### config.mk
export PLATFORM = sky130hd
export DESIGN_NAME = acq_sequencer
export DESIGN_NICKNAME = d
export VERILOG_FILES = /design/src/rtl/acq_pkg.sv /design/src/rtl/acq_decode.sv /design/src/rtl/acq_busy_timer.sv /design/src/rtl/acq_fsm.sv /design/src/rtl/acq_sequencer.sv
export SDC_FILE = /design/constraint.sdc
export NUM_CORES = 1
export LEC_CHECK = 0
export BUFFER_PORTS_ARGS = -buffer_cell sky130_fd_sc_hd__clkbuf_2
export CAP_MARGIN = 5
export CORE_MARGIN = 1.5
export CORE_UTILIZATION = 45
export DETAILED_ROUTE_END_ITERATION = 8
export PLACE_DENSITY_LB_ADDON = 0.2
export SKIP_LAST_GASP = 1
export SLEW_MARGIN = 5
export SYNTH_ARGS = -nofsm -noshare
export SYNTH_HDL_FRONTEND = slang
export SYNTH_HIERARCHICAL = 1
export SYNTH_SLANG_ARGS = --single-unit
### constraint.sdc
create_clock -name clk -period 4.6 [get_ports clk]
set_input_delay 0.92 -clock clk [delete_from_list [all_inputs] [get_ports clk]]
set_output_delay 0.92 -clock clk [all_outputs]
set_load 0.005 [all_outputs]
### src/rtl/acq_pkg.sv
package acq_pkg;

  localparam int unsigned BUS_AW   = 4;
  localparam int unsigned ADC_BASE = 4;
  localparam int unsigned DAC_BASE = 12;

  typedef enum logic [2:0] {
    ST_IDLE,
    ST_START,
    ST_DACW,
    ST_LOAD,
    ST_WAIT,
    ST_READ,
    ST_DONE
  } acq_state_t;

  typedef struct packed {
    logic adc_a;
    logic adc_b;
    logic dac;
  } sel_t;

  // word address of the k-th ADC result register
  function automatic logic [BUS_AW-1:0] adc_word(input int unsigned k);
    return BUS_AW'(ADC_BASE + k);
  endfunction

  // word address of the i-th DAC channel register
  function automatic logic [BUS_AW-1:0] dac_word(input int unsigned i);
    return BUS_AW'(DAC_BASE + i);
  endfunction

  // device select from the two upper address bits
  function automatic sel_t decode_word(input logic [BUS_AW-1:0] a, input logic strobe);
    sel_t s;
    s.adc_a = (a[3:2] == 2'b01);
    s.adc_b = (a[3:2] == 2'b10);
    s.dac   = (a[3:2] == 2'b11) && strobe;
    return s;
  endfunction

endpackage

### src/rtl/acq_decode.sv
module acq_decode
  import acq_pkg::*;
(
  input  logic [BUS_AW-1:0] addr_i,
  input  logic              rd_i,
  input  logic              wr_i,
  output logic              sel_adc_a_o,
  output logic              sel_adc_b_o,
  output logic              sel_dac_o
);

  sel_t sel;

  always_comb begin
    sel         = decode_word(addr_i, rd_i | wr_i);
    sel_adc_a_o = sel.adc_a;
    sel_adc_b_o = sel.adc_b;
    sel_dac_o   = sel.dac;
  end

endmodule

### src/rtl/acq_busy_timer.sv
module acq_busy_timer #(
  parameter int unsigned TMO_W = 16
) (
  input  logic             clk,
  input  logic             rst_n,
  input  logic             busy_a_i,
  input  logic             busy_b_i,
  input  logic             wait_i,
  input  logic [TMO_W-1:0] limit_i,
  output logic             conv_done_o,
  output logic             tmo_hit_o
);

  logic [TMO_W-1:0] wait_cnt;

  // conversion finished only when neither converter is busy
  assign conv_done_o = ~(busy_a_i | busy_b_i);

  // last allowed wait cycle spent still busy
  assign tmo_hit_o = wait_i && !conv_done_o && (wait_cnt == limit_i - TMO_W'(1));

  always_ff @(posedge clk) begin
    if (!rst_n || !wait_i) wait_cnt <= '0;
    else                   wait_cnt <= wait_cnt + TMO_W'(1);
  end

endmodule

### src/rtl/acq_fsm.sv
module acq_fsm
  import acq_pkg::*;
#(
  parameter int unsigned DATA_W = 16,
  parameter int unsigned DAC_CH = 4,
  parameter int unsigned ADC_CH = 8
) (
  input  logic                     clk,
  input  logic                     rst_n,
  input  logic                     tick_i,
  input  logic                     conv_done_i,
  input  logic                     tmo_hit_i,
  input  logic                     flag_clr_i,
  input  logic [DAC_CH*DATA_W-1:0] dac_vals_i,
  output logic                     conv_start_o,
  output logic                     wr_stb_o,
  output logic                     rd_stb_o,
  output logic [BUS_AW-1:0]        addr_o,
  output logic [DATA_W-1:0]        wr_data_o,
  output logic                     dac_load_o,
  output logic [$clog2(ADC_CH)-1:0] buf_idx_o,
  output logic                     ready_o,
  output logic                     wait_o,
  output logic                     overrun_o,
  output logic                     tmo_err_o
);

  localparam int unsigned MAX_CH = (ADC_CH > DAC_CH) ? ADC_CH : DAC_CH;
  localparam int unsigned IDX_W  = $clog2(MAX_CH);
  localparam int unsigned DAC_IW = $clog2(DAC_CH);
  localparam int unsigned ADC_IW = $clog2(ADC_CH);

  logic [DATA_W-1:0] dac_arr [DAC_CH];

  for (genvar g = 0; g < DAC_CH; g++) begin : g_dac_slot
    assign dac_arr[g] = dac_vals_i[g*DATA_W +: DATA_W];
  end

  acq_state_t       state, state_nx;
  logic [IDX_W-1:0] idx, idx_nx;
  logic             tick_q;
  logic             tick_rise;
  logic             last_dac, last_adc;
  logic             busy_cycle;
  logic             abort_now;

  assign tick_rise  = tick_i & ~tick_q;
  assign last_dac   = (idx == IDX_W'(DAC_CH - 1));
  assign last_adc   = (idx == IDX_W'(ADC_CH - 1));
  assign busy_cycle = (state != ST_IDLE);
  assign abort_now  = (state == ST_WAIT) && !conv_done_i && tmo_hit_i;

  always_comb begin
    state_nx = state;
    idx_nx   = idx;
    unique case (state)
      ST_IDLE:  if (tick_rise) state_nx = ST_START;
      ST_START: begin state_nx = ST_DACW; idx_nx = '0; end
      ST_DACW: begin
        if (last_dac) begin state_nx = ST_LOAD; idx_nx = '0; end
        else          idx_nx = idx + IDX_W'(1);
      end
      ST_LOAD:  state_nx = ST_WAIT;
      ST_WAIT: begin
        if (conv_done_i)    begin state_nx = ST_READ; idx_nx = '0; end
        else if (tmo_hit_i) state_nx = ST_IDLE;
      end
      ST_READ: begin
        if (last_adc) begin state_nx = ST_DONE; idx_nx = '0; end
        else          idx_nx = idx + IDX_W'(1);
      end
      ST_DONE:  state_nx = ST_IDLE;
      default:  state_nx = ST_IDLE;
    endcase
  end

  always_ff @(posedge clk) begin
    if (!rst_n) begin
      state     <= ST_IDLE;
      idx       <= '0;
      tick_q    <= 1'b0;
      overrun_o <= 1'b0;
      tmo_err_o <= 1'b0;
    end else begin
      state  <= state_nx;
      idx    <= idx_nx;
      tick_q <= tick_i;
      if (tick_rise && busy_cycle) overrun_o <= 1'b1;
      else if (flag_clr_i)         overrun_o <= 1'b0;
      if (abort_now)               tmo_err_o <= 1'b1;
      else if (flag_clr_i)         tmo_err_o <= 1'b0;
    end
  end

  always_comb begin
    conv_start_o = (state == ST_START);
    wr_stb_o     = (state == ST_DACW);
    rd_stb_o     = (state == ST_READ);
    dac_load_o   = (state == ST_LOAD);
    ready_o      = (state == ST_DONE);
    wait_o       = (state == ST_WAIT);
    buf_idx_o    = idx[ADC_IW-1:0];
    addr_o       = '0;
    wr_data_o    = '0;
    if (state == ST_DACW) begin
      addr_o    = dac_word(32'(idx));
      wr_data_o = dac_arr[idx[DAC_IW-1:0]];
    end else if (state == ST_READ) begin
      addr_o    = adc_word(32'(idx));
    end
  end

  // convert-start is a single-cycle pulse caused by a rising tick
  p_conv_single_r1: assert property (@(posedge clk) disable iff (!rst_n)
    conv_start_o |=> !conv_start_o);
  p_conv_from_rise_r1: assert property (@(posedge clk) disable iff (!rst_n)
    conv_start_o |-> $past(tick_rise));

  // load strobe follows the write to the last DAC word
  p_load_after_writes_r2: assert property (@(posedge clk) disable iff (!rst_n)
    dac_load_o |-> ($past(wr_stb_o) && $past(addr_o) == dac_word(DAC_CH - 1)));

  // readout opens only after both busy lines were seen clear
  p_read_after_release_r4: assert property (@(posedge clk) disable iff (!rst_n)
    (rd_stb_o && !$past(rd_stb_o)) |-> $past(conv_done_i));

  // ready follows the read of the last result word
  p_ready_after_last_r6: assert property (@(posedge clk) disable iff (!rst_n)
    ready_o |-> ($past(rd_stb_o) && $past(addr_o) == adc_word(ADC_CH - 1)));

  // overrun holds until cleared
  p_overrun_sticky_r7: assert property (@(posedge clk) disable iff (!rst_n)
    (overrun_o && !flag_clr_i) |=> overrun_o);

  // an abort leaves no read and no ready behind
  p_abort_quiet_r8: assert property (@(posedge clk) disable iff (!rst_n)
    $rose(tmo_err_o) |-> (!rd_stb_o && !ready_o && $past(wait_o)));

endmodule

### src/rtl/acq_sequencer.sv
module acq_sequencer
  import acq_pkg::*;
#(
  parameter int unsigned DATA_W = 16,
  parameter int unsigned DAC_CH = 4,
  parameter int unsigned ADC_CH = 8,
  parameter int unsigned TMO_W  = 16
) (
  input  logic                      clk,
  input  logic                      rst_n,
  input  logic                      tick_i,
  input  logic                      busy_a_i,
  input  logic                      busy_b_i,
  input  logic [DATA_W-1:0]         rd_data_i,
  input  logic [DAC_CH*DATA_W-1:0]  dac_vals_i,
  input  logic [TMO_W-1:0]          tmo_limit_i,
  input  logic                      flag_clr_i,
  output logic                      conv_start_o,
  output logic                      sel_adc_a_o,
  output logic                      sel_adc_b_o,
  output logic                      sel_dac_o,
  output logic                      rd_stb_o,
  output logic                      wr_stb_o,
  output logic [BUS_AW-1:0]         addr_o,
  output logic [DATA_W-1:0]         wr_data_o,
  output logic                      dac_load_o,
  output logic                      buf_we_o,
  output logic [$clog2(ADC_CH)-1:0] buf_idx_o,
  output logic [DATA_W-1:0]         buf_data_o,
  output logic                      ready_o,
  output logic                      overrun_o,
  output logic                      tmo_err_o
);

  logic conv_done;
  logic tmo_hit;
  logic wait_st;

  acq_busy_timer #(.TMO_W(TMO_W)) u_timer (
    .clk        (clk),
    .rst_n      (rst_n),
    .busy_a_i   (busy_a_i),
    .busy_b_i   (busy_b_i),
    .wait_i     (wait_st),
    .limit_i    (tmo_limit_i),
    .conv_done_o(conv_done),
    .tmo_hit_o  (tmo_hit)
  );

  acq_fsm #(.DATA_W(DATA_W), .DAC_CH(DAC_CH), .ADC_CH(ADC_CH)) u_fsm (
    .clk         (clk),
    .rst_n       (rst_n),
    .tick_i      (tick_i),
    .conv_done_i (conv_done),
    .tmo_hit_i   (tmo_hit),
    .flag_clr_i  (flag_clr_i),
    .dac_vals_i  (dac_vals_i),
    .conv_start_o(conv_start_o),
    .wr_stb_o    (wr_stb_o),
    .rd_stb_o    (rd_stb_o),
    .addr_o      (addr_o),
    .wr_data_o   (wr_data_o),
    .dac_load_o  (dac_load_o),
    .buf_idx_o   (buf_idx_o),
    .ready_o     (ready_o),
    .wait_o      (wait_st),
    .overrun_o   (overrun_o),
    .tmo_err_o   (tmo_err_o)
  );

  acq_decode u_decode (
    .addr_i     (addr_o),
    .rd_i       (rd_stb_o),
    .wr_i       (wr_stb_o),
    .sel_adc_a_o(sel_adc_a_o),
    .sel_adc_b_o(sel_adc_b_o),
    .sel_dac_o  (sel_dac_o)
  );

  // each read word goes straight to the sample buffer
  assign buf_we_o   = rd_stb_o;
  assign buf_data_o = rd_data_i;

  // every read lands on one ADC, every write on the DAC
  p_rd_hits_adc_r3: assert property (@(posedge clk) disable iff (!rst_n)
    rd_stb_o |-> ((sel_adc_a_o ^ sel_adc_b_o) && !sel_dac_o));
  p_wr_hits_dac_r3: assert property (@(posedge clk) disable iff (!rst_n)
    wr_stb_o |-> (sel_dac_o && !sel_adc_a_o && !sel_adc_b_o));
  // with no strobe the bus is parked on a reserved word
  p_idle_parked_r9: assert property (@(posedge clk) disable iff (!rst_n)
    !(rd_stb_o || wr_stb_o) |-> (!sel_adc_a_o && !sel_adc_b_o && !sel_dac_o));

endmodule

== Yosys cells after proc, flatten, opt, wreduce, memory -nomap -nowiden ==
Cells that the tools add are included.
Widths: inputs -> output; s select.
Word-level totals
  input port bits: 102
  register bits after elaboration: 25
  output and inout port bits: 50
  word-level logic and storage cells: 68
Operators by class
  eq/ne operators: 17
  mux-type cells: 19
  $lt $le $gt $ge: 1
  $add $sub $neg: 5
  reduce and logical (&&, ||, !) cells: 15
  bitwise operators: 5
Operators by type and width (number)
  $mux 16: 3
  $bmux 16 s2: 1
  $mux 3: 8
  $pmux 3 s6: 1
  $add 16x1->16 const B: 1
  $eq 16x16->1: 1
  $sub 16x1->16 const B: 1
  $eq 3x3->1 const B: 4
  $pmux 3 s4: 1
  $eq 3x2->1 const B: 3
  $mux 4: 2
  $ne 2x2->1 const B: 3
  $logic_and 1x1->1: 5
  $add 3x3->4 const A: 1
  $add 4x3->4 const A: 1
  $eq 2x2->1 const B: 2
  $reduce_and 4->1: 1
  $reduce_bool 2->1: 2
  $reduce_bool 4->1: 1
  $add 3x1->3 const B: 1
  $eq 3x1->1 const B: 1
  $ge 3x3->1 const B: 1
  $logic_not 3->1: 1
  $mux 1: 3
  11 further kinds: 13

== Longest topological paths before layout ==
Gate-level depths: netlist of the first run.
  word-level depth: 6
  gate-level depth with buffers: 12
  depth with buffers taken out: 11

== By module ==
The synthesis of the first run kept the hierarchy.
By module, submodules not included
  acq_fsm: instances 1, sequential area each 180.2 um2, area each 1239.9 um2, cells each 119
  acq_busy_timer: instances 1, sequential area each 320.3 um2, area each 1238.7 um2, cells each 158
  acq_sequencer: instances 1, sequential area each 0.0 um2, area each 127.6 um2, cells each 17
  acq_decode: instances 1, sequential area each 0.0 um2, area each 25.0 um2, cells each 3

== Least setup slack after synthesis of the first run ==
Ideal clock, no wire load.
  path kind: input-to-reg
  from: in tmo_limit_i[0]
  to: reg u_fsm.state[2]
  slack: 1.118 ns
  data required time: 4.477 ns
  setup time: 0.123 ns
  buffers on the path: 1
  arrival time: 3.359 ns
  stages: 12
  cells stage by stage: inv_1 > ha_1 > or3b_1 > clkbuf_1 > or4_1 > a22oi_1 > o2111ai_1 > nor4_1 > inv_1 > a22oi_1 > o211ai_2 > mux2i_1
On the way
  longest elaborated chain between the ends: 5
Ends and longest elaborated chain
  start, declared: RTL line acq_sequencer.sv:16  | input logic [TMO_W-1:0] tmo_limit_i,
  $sub 16x1->16: RTL line acq_busy_timer.sv:20  | assign tmo_hit_o = wait_i && !conv_done_o && (wait_cnt == limit_i - TMO_W'(1));
  $eq 16x16->1: RTL line acq_busy_timer.sv:20
  $logic_and 1x1->1: RTL line acq_busy_timer.sv:20
  named net tmo_hit: RTL line acq_sequencer.sv:36  | logic tmo_hit;
  $ne 3x2->1 (no line)
  $reduce_and 4->1 (no line)
  end signal, assigned: RTL line acq_fsm.sv:85  | state <= state_nx;
  end, declared: RTL line acq_fsm.sv:39  | acq_state_t state, state_nx;
The timed path passes the listed nets, and every way through them passes these cells.
A chain may end at the register's enable or synchronous reset.

== Worst setup path in the final report of the first run ==
Ends and elaborated chain as after synthesis.

==> impl_metrics.yaml, run 1 <==
sta:
  finalClockSkew_ps: 1.88
  timing.final.crit_share_pct: 83.1
  slew_headroom_pct: 29.0
  finalHoldViolCount: 0
  setup_viol: 0
  fin_worst_hold_slack_ps: 513
  tns_ps: 0
  max_freq_ghz: 0.262
  fin_crit_ps: 3820
  maxSlewViolCount: 0
  rsz0062_at_grt: "no"
  finalWorstSetupSlack_ps: 779
  tightest_slew_ps: 1060
placed_design:
  place.gp.congestion: 0.932
  io_buffers: 119
  placed_cells: 456
  placed_area_um2: 3080
  post-place-ws_ps: 496
  hpwl_um: 5190
floorplan:
  ios: 152
  die_y_um: 79.5
  die_w_um: 79.5
  die_area_um2: 6310
  coreArea_um2: 5570
  rows: 27
  initial_core_util_pct: 47.2
hold_path:
  whs_endpoint: "u_timer/wait_cnt[0]"
  hold_depth: 1
  min-delay-start: "u_timer/wait_cnt[0]"
  hold_path_class: "reg2reg"
critical_path:
  end_kind: "flop"
  worstReg2RegEnd: "u_fsm/state[2]"
  r2r_cells: 9
  crit_required_ps: 4760
  worstPathMaxFanout: 9
  arrival_ps: 3980
  worstSetupStartpointType: "primary input"
  startpoint: "tmo_limit_i[0]"
  rrSetupSlack_ps: 1690
  rr_startpoint: "u_fsm/state[2]"
  critical_path_class: "in2reg"
yosys:
  yosys-top-cells-area: "dfxtp_1, mux4_1, mux4_2, xnor2_1, buf_4"
  synth_nets: 404
  syn_area_um2: 2630
  synth_flop_cell: "dfxtp_1"
  yosys-top-cells-count: "nor2_1, dfxtp_1, buf_4, xnor2_1"
  synth-edff-count: 0
  synth_area_per_cell_um2: 8.86
  async_flop_share_pct: 0
  ys_seq_elements: 25
  synth_cell_types: 60
  syn_inst: 297
  synth_most_common_cell: "nor2_1"
  synth_top_area_share_pct: 19.0
  ys_warn_count: 6
  ys_seq_area_share_pct: 19.0
  yosys.area.top_type: "dfxtp_1"
power:
  power_density_nw_per_um2: 299
  power.total_mw: 0.935
  vdd_drop_max_mv: 0.195
  p_leak_nw: 1.37
clock_tree:
  cts_root_buf: "clkbuf_8"
  cts_tree: "built"
  cts_buffer_depth: 2
  cts_setup_buffers: 0
  cts_hold_buffers: 0
  clkSinkCount: 25
  postCtsResizedCells: 0
  htree_levels: 1
  cts_made_buffers: 3
  clk_latency_ps: 260
  clk_pin_slew_ps: 80
global_route:
  grt_pass1_wl_um: 10100
  grt_max_degree: 24
  grt_pass1_vias: 2261
  grtUsageTotal_pct: 19.9
  antenna_found_initial: 0
  grt.overflow.total: 0
layout:
  num_antenna_cells: 0
  fin_cells: 460
  n_fill_cell: 534
  fin_area_um2: 3130
  area_growth_pct: 18.9
  drive_gt1_share_pct: 37.9
  utilization_pct: 56.1
  final_nets: 496
routing:
  drt_pass1_iterations: 4
  drc_errors: 0
  drtIter0Drc: 147
  wl_per_cell_um: 13.8
  ant_nets: 0
  via_count: 2507
  drt-total-wl_um: 6350
  viasPerCell: 5.45
run_status:
  status: "finished, final reports clean"
job:
  maxCapViolCount: 0
==> worst max-delay path by stage <==
stage,to,slack (ps),cells after the start
final,u_fsm/state[2],780,12
after global routing,u_fsm/state[2],630,12
after CTS,u_fsm/state[2],770,12
after detailed placement,u_fsm/state[2],500,12
after global placement,u_fsm/state[2],630,12
after floorplan,u_fsm/state[2],1120,12
==> cell type report <==
type                    count  area, um^2  area share (%)
well taps                  72        90.1            2.88
inverters                  11        41.3            1.32
flip-flops and latches     25         500            16.0
multi-input cells         229        1860            59.3
repair buffers            119         596            19.0
clock buffers               4        45.0            1.44
==> cells in the final DEF, fill, tap and decap left out, types with 4 or more instances in the layout <==
cell type and count:
dfxtp_1 25, a22oi_1 4, or3_1 4, and2_1 6, o31ai_1 4, nor3_1 6, ha_1 5, nor2_1 26
nand2_1 12, or4_1 7, mux4_1 9, nand3_1 14, o21ai_0 9, xor2_1 14, nor4_1 6, a21oi_1 11
nor2b_1 14, mux4_2 7, clkbuf_2 119, xnor2_1 17, nor2b_4 7, inv_1 10
==> worst max-delay path: stages <==
cell and delay [ps]:
clkbuf_2 140, inv_1 70, ha_1 280, or3b_1 530, or4_1 550, a22oi_1 190, o2111ai_1 130, nor4_1 530
inv_1 90, a22oi_1 230, o211ai_2 150, mux2i_1 150
==> cells by family after synthesis <==
| group | synth area share [%] |
|---|---|
| AOI/OAI and AO/OA | 13.8 |
| xor gates and xnor gates | 10.3 |
| adders and majority gates | 2.38 |
| buffers and inverters | 10.4 |
| DFF | 19.0 |
| muxes | 15.7 |
| and+or+nand+nor | 28.3 |
==> registers in the layout (all words and copies together) (netlist names) <==
name,count
u_timer/wait_cnt,16
u_fsm/buf_idx_o,3
u_fsm/state,3
u_fsm/overrun_o,1
u_fsm/tick_q,1
u_fsm/tmo_err_o,1
==> metal layers <==
layer	up-vias	GRT usage, %	part of all wire, %
met4	0	6.32	1.8
met5	-	0	0
met3	12	3.20	7.6
met1	1132	26.0	44
li1	1250	-	-
met2	113	33.4	47
==> report_power, final <==
group	switching, mW	total (mW)	leakage (nW)	internal (mW)
clock network	0.0670	0.129	0.0228	0.0619
registers	0.0920	0.327	0.202	0.235
logic	0.196	0.479	1.14	0.282
total	0.355	0.935	1.37	0.579
No activity file was read; power rests on OpenSTA's default activity.
==> inputs of run 2 (changes only) <==
Settings changed: ABC_AREA set to 1.
Clock period 4.6 ns to 3.7 ns, I/O delays scaled along.
==> impl_metrics.yaml, run 2 <==
critical_path:
  arrival_ps: 2080
  critical_path_class: "reg2out"
  worstSetupStartpointType: "flop"
  crit_required_ps: 2960
  end_kind: "output pin"
  worstPathMaxFanout: 21
  rrSetupSlack_ps: 1490
sta:
  finalClockSkew_ps: 4.27
  max_freq_ghz: 0.355
  tightest_slew_ps: 796
  finalHoldViolCount: 0
  slew_headroom_pct: 46.9
  setup_viol: 0
  timing.final.crit_share_pct: 76.1
  maxSlewViolCount: 0
  fin_crit_ps: 2820
  rsz0062_at_grt: "no"
  tns_ps: 0
global_route:
  antenna_found_initial: 0
  grt_pass1_wl_um: 11200
  grtUsageTotal_pct: 21.3
  grt.overflow.total: 0
  grt_pass1_vias: 2727
  grt_max_degree: 37
routing:
  drt-total-wl_um: 7330
  drc_errors: 0
  wl_per_cell_um: 11.4
  drtIter0Drc: 145
  ant_nets: 0
  via_count: 3171
  viasPerCell: 4.93
  drt_pass1_iterations: 5
yosys:
  async_flop_share_pct: 0
  synth_top_family_by_area: "simple AND/OR/NAND/NOR gates"
  ys_seq_elements: 25
  ys_warn_count: 6
  synth_top_area_share_pct: 18.5
  synth-simple-area-share_pct: 44.2
  ys_seq_area_share_pct: 18.5
  yosys-top-cells-area: "dfxtp_1, nor2_1, nand2_1, o21ai_0, inv_1"
  synth-edff-count: 0
  synth_flop_cell: "dfxtp_1"
  synth_xor_area_share_pct: 4.20
  synth_nets: 583
  yosys.area.top_type: "dfxtp_1"
  synth_area_per_cell_um2: 5.69
  synthAdderAreaFrac_pct: 2.31
  synth_cell_types: 34
  yosys-top-cells-count: "nor2_1, nand2_1, inv_1, o21ai_0, a21oi_1"
  synthMuxAreaShare_pct: 0
  synth_most_common_cell: "nor2_1"
  syn_inst: 476
  synth_compound_area_share_pct: 15.2
  syn_area_um2: 2710
clock_tree:
  cts_made_buffers: 3
  htree_levels: 1
  cts_buffer_depth: 2
  postCtsResizedCells: 0
  clkSinkCount: 25
  clk_pin_slew_ps: 90
  cts_setup_buffers: 0
  cts_hold_buffers: 0
  clk_latency_ps: 270
  cts_tree: "built"
  cts_root_buf: "clkbuf_8"
floorplan:
  die_y_um: 80.6
  coreArea_um2: 5850
  die_area_um2: 6500
  die_w_um: 80.6
  initial_core_util_pct: 46.3
  ios: 152
  rows: 28
hold_path:
  hold_path_class: "reg2reg"
power:
  power_density_nw_per_um2: 344
  p_leak_nw: 1.69
  vdd_drop_max_mv: 0.192
layout:
  area_growth_pct: 19.5
  top_register: "u_timer/wait_cnt"
  num_antenna_cells: 0
  layout_common_cells: "clkbuf_2, nor2_1, nand2_1"
  final_nets: 676
  fin_area_um2: 3240
  largest_reg_flops: 16
  drive_gt1_share_pct: 26.9
run_status:
  status: "finished, final reports clean"
job:
  maxCapViolCount: 0
placed_design:
  hpwl_um: 5870
  placed_area_um2: 3190
  place.gp.congestion: 0.893
  io_buffers: 119
## run 2: cell types whose count changed in the layout (fill, tap and decap cells not counted), sizes merged, moves of 5 or more
cell / before / now
nor2: 26 / 128
o21ai: 12 / 42
and2: 6 / 0
a21oi: 12 / 33
nor4: 6 / 0
nor2b: 21 / 0
inv: 11 / 55
nand3b: 1 / 6
nand2: 13 / 93
or4: 7 / 0
nand3: 14 / 23
xor2: 14 / 9
xnor2: 17 / 4
mux4: 16 / 0
## run 2: cells by family after synthesis
| logic type | count (synthesis) |
|---|---|
| and+or+nand+nor | 266 |
| buffers and inverters | 88 |
| AOI/OAI and AO/OA | 79 |
| DFF | 25 |
| xor gates and xnor gates | 13 |
| adders and majority gates | 5 |
## run 2: path summary, 6_finish.rpt
| check | start | depth (start not counted) | endpoint |
|---|---|---|---|
| worst min-delay path | u_fsm/tmo_err_o | 2 | u_fsm/tmo_err_o |
| worst max register to register | u_fsm/state[2] | 16 | u_fsm/state[0] |
| worst max-delay path | u_fsm/state[2] | 8 | sel_dac_o |
| worst min register to register | u_fsm/tmo_err_o | 2 | u_fsm/tmo_err_o |
## run 2: final cells by class
class | count | area [um^2]
inverter | 56 | 210
tap | 75 | 93.8
fill | 614 | 2610
multi-input combinational | 363 | 1790
clock buffer | 4 | 45.0
timing repair buffer | 120 | 603
sequential | 25 | 500
## run 2: layer usage
metal / GRT usage, % / share of wire, %
met1: 23.9 / 43
met2: 41.9 / 51
met3: 2.95 / 5.4
met4: 4.48 / 0.65
met5: 0 / 0
## run 2: worst max-delay path, cell delays in order, from the launching register on
cell	delay (ps)
dfxtp_1	410
inv_2	160
nand3_2	380
nand2_1	240
inv_1	90
nor2_1	230
nand2_1	80
nor2_1	100
clkbuf_2	110
## run 2: where the power goes
| part | leakage (nW) | internal [mW] | total, mW | switching [mW] |
|---|---|---|---|---|
| Combinational | 1.46 | 0.222 | 0.615 | 0.392 |
| Sequential | 0.202 | 0.293 | 0.330 | 0.0371 |
| Clock | 0.0228 | 0.0771 | 0.168 | 0.0910 |
| Total | 1.69 | 0.592 | 1.11 | 0.520 |
## run 2: per-stage QoR
step           util, %  power (mW)  instances  setup WS [ps]  hold slack, ps
5_1_grt           55.3        1.21        643            748             506
4_1_cts           55.3        1.12        643            881             478
3_3_place_gp      54.6       0.939        639           1070             456
2_1_floorplan        -       0.789        476           1340             452
6_report          55.3        1.11        643            883             472
3_5_place_dp      54.6       0.950        639           1010             464
==> inputs of run 3 (changes only) <==
Clock period 3.7 ns to 2.78 ns, I/O delays scaled along.
==> impl_metrics.yaml, run 3 (synthesis gave the netlist of run 2 again) <==
hold_path:
  min-delay-start: "u_fsm/overrun_o"
  hold_path_class: "reg2reg"
  hold_depth: 2
  whs_endpoint: "u_fsm/overrun_o"
critical_path:
  worstSetupStartpointType: "flop"
  arrival_ps: 1860
  rrSetupSlack_ps: 500
  end_kind: "output pin"
  rr_startpoint: "u_fsm/state[2]"
  crit_required_ps: 2220
  critical_path_class: "reg2out"
  r2r_cells: 16
  worstReg2RegEnd: "u_fsm/state[1]"
  worstPathMaxFanout: 18
power:
  p_int_mw: 0.803
  combPwrFrac_pct: 56.2
  p_clk_share_pct: 14.8
  p_leak_nw: 1.70
  switchingPower_mw: 0.698
  p_seq_share_pct: 29.0
  power_density_nw_per_um2: 461
  power.total_mw: 1.50
  switching_share_pct: 46.5
  vdd_drop_max_mv: 0.266
placed_design:
  post-place-ws_ps: 253
  placed_area_um2: 3220
  place.gp.congestion: 0.855
  io_buffers: 119
  placed_cells: 642
  hpwl_um: 5970
sta:
  timing.final.crit_share_pct: 86.9
  maxSlewViolCount: 0
  finalHoldViolCount: 0
  setup_viol: 0
  finalClockSkew_ps: 6.31
  max_freq_ghz: 0.414
  slew_headroom_pct: 71.5
  fin_worst_hold_slack_ps: 477
  tightest_slew_ps: 427
  finalWorstSetupSlack_ps: 365
  fin_crit_ps: 2420
  tns_ps: 0
  rsz0062_at_grt: "no"
floorplan:
  coreArea_um2: 5850
  rows: 28
  die_y_um: 80.6
  die_area_um2: 6500
  ios: 152
  initial_core_util_pct: 46.3
  die_w_um: 80.6
layout:
  largest_reg_flops: 16
  layout_common_cells: "clkbuf_2, nor2_1, nand2_1"
  top_register: "u_timer/wait_cnt"
  utilization_pct: 55.7
  fin_area_um2: 3260
  drive_gt1_share_pct: 27.3
  fin_cells: 646
  final_nets: 679
  num_antenna_cells: 0
  area_growth_pct: 20.3
clock_tree:
  htree_levels: 1
  cts_hold_buffers: 0
  clk_pin_slew_ps: 90
  postCtsResizedCells: 0
  cts_made_buffers: 3
  clkSinkCount: 25
  cts_root_buf: "clkbuf_8"
  cts_buffer_depth: 2
  cts_tree: "built"
  cts_setup_buffers: 0
  clk_latency_ps: 270
routing:
  wl_per_cell_um: 11.3
  viasPerCell: 4.94
  drt-total-wl_um: 7310
  via_count: 3193
  ant_nets: 0
  drc_errors: 0
  drtIter0Drc: 147
  drt_pass1_iterations: 4
global_route:
  grt_pass1_vias: 2715
  antenna_found_initial: 0
  grt.overflow.total: 0
  grt_pass1_wl_um: 11300
  grtUsageTotal_pct: 21.3
  grt_max_degree: 37
run_status:
  status: "finished, final reports clean"
job:
  maxCapViolCount: 0
## run 3: cell count changes in the layout (fill, tap and decap cells not counted), sizes merged
cell,delta
buf,+3
## run 3: how the worst max path moves through the flow
stage | startpoint | endpoint | slack (ps) | cells past startpoint
after CTS | u_fsm/state[2] | sel_dac_o | 360 | 7
after global routing | u_fsm/state[2] | u_fsm/state[1] | 220 | 16
final | u_fsm/state[2] | sel_dac_o | 360 | 7
after detailed placement | tmo_limit_i[0] | u_fsm/state[1] | 250 | 17
after floorplan | tmo_limit_i[0] | u_fsm/state[0] | 600 | 16
after global placement | tmo_limit_i[0] | u_fsm/state[1] | 340 | 17
## run 3: critical path, cell delays in order (launching register included)
cell	delay (ps)
dfxtp_1	410
inv_2	170
nand3_2	120
buf_4	220
o21ai_0	340
nand2_1	100
nor2_1	100
clkbuf_2	120
## run 3: area by class of cell
cell class / instances / area (um^2)
Fill cell: 608 / 2590
Tap cell: 75 / 93.8
Multi-Input combinational cell: 363 / 1790
Sequential cell: 25 / 500
Timing Repair Buffer: 123 / 626
Inverter: 56 / 210
Clock buffer: 4 / 45.0
## run 3: routing by layer
| metal | wire length (um) | global-route usage (%) | up-vias |
|---|---|---|---|
| met5 | 0 | 0 | - |
| met4 | 44 | 4.14 | 0 |
| met3 | 419 | 3.30 | 8 |
| met2 | 3680 | 41.1 | 92 |
| met1 | 3170 | 24.5 | 1417 |
| li1 | - | - | 1676 |
## run 3: power groups by stage
stage / clock (mW) / sequential, mW / combinational (mW)
global route: 0.240 / 0.442 / 0.955
CTS: 0.229 / 0.435 / 0.841
global placement: 0 / 0.443 / 0.825
floorplan: 0 / 0.422 / 0.627
finish: 0.222 / 0.435 / 0.844
detailed placement: 0 / 0.443 / 0.837
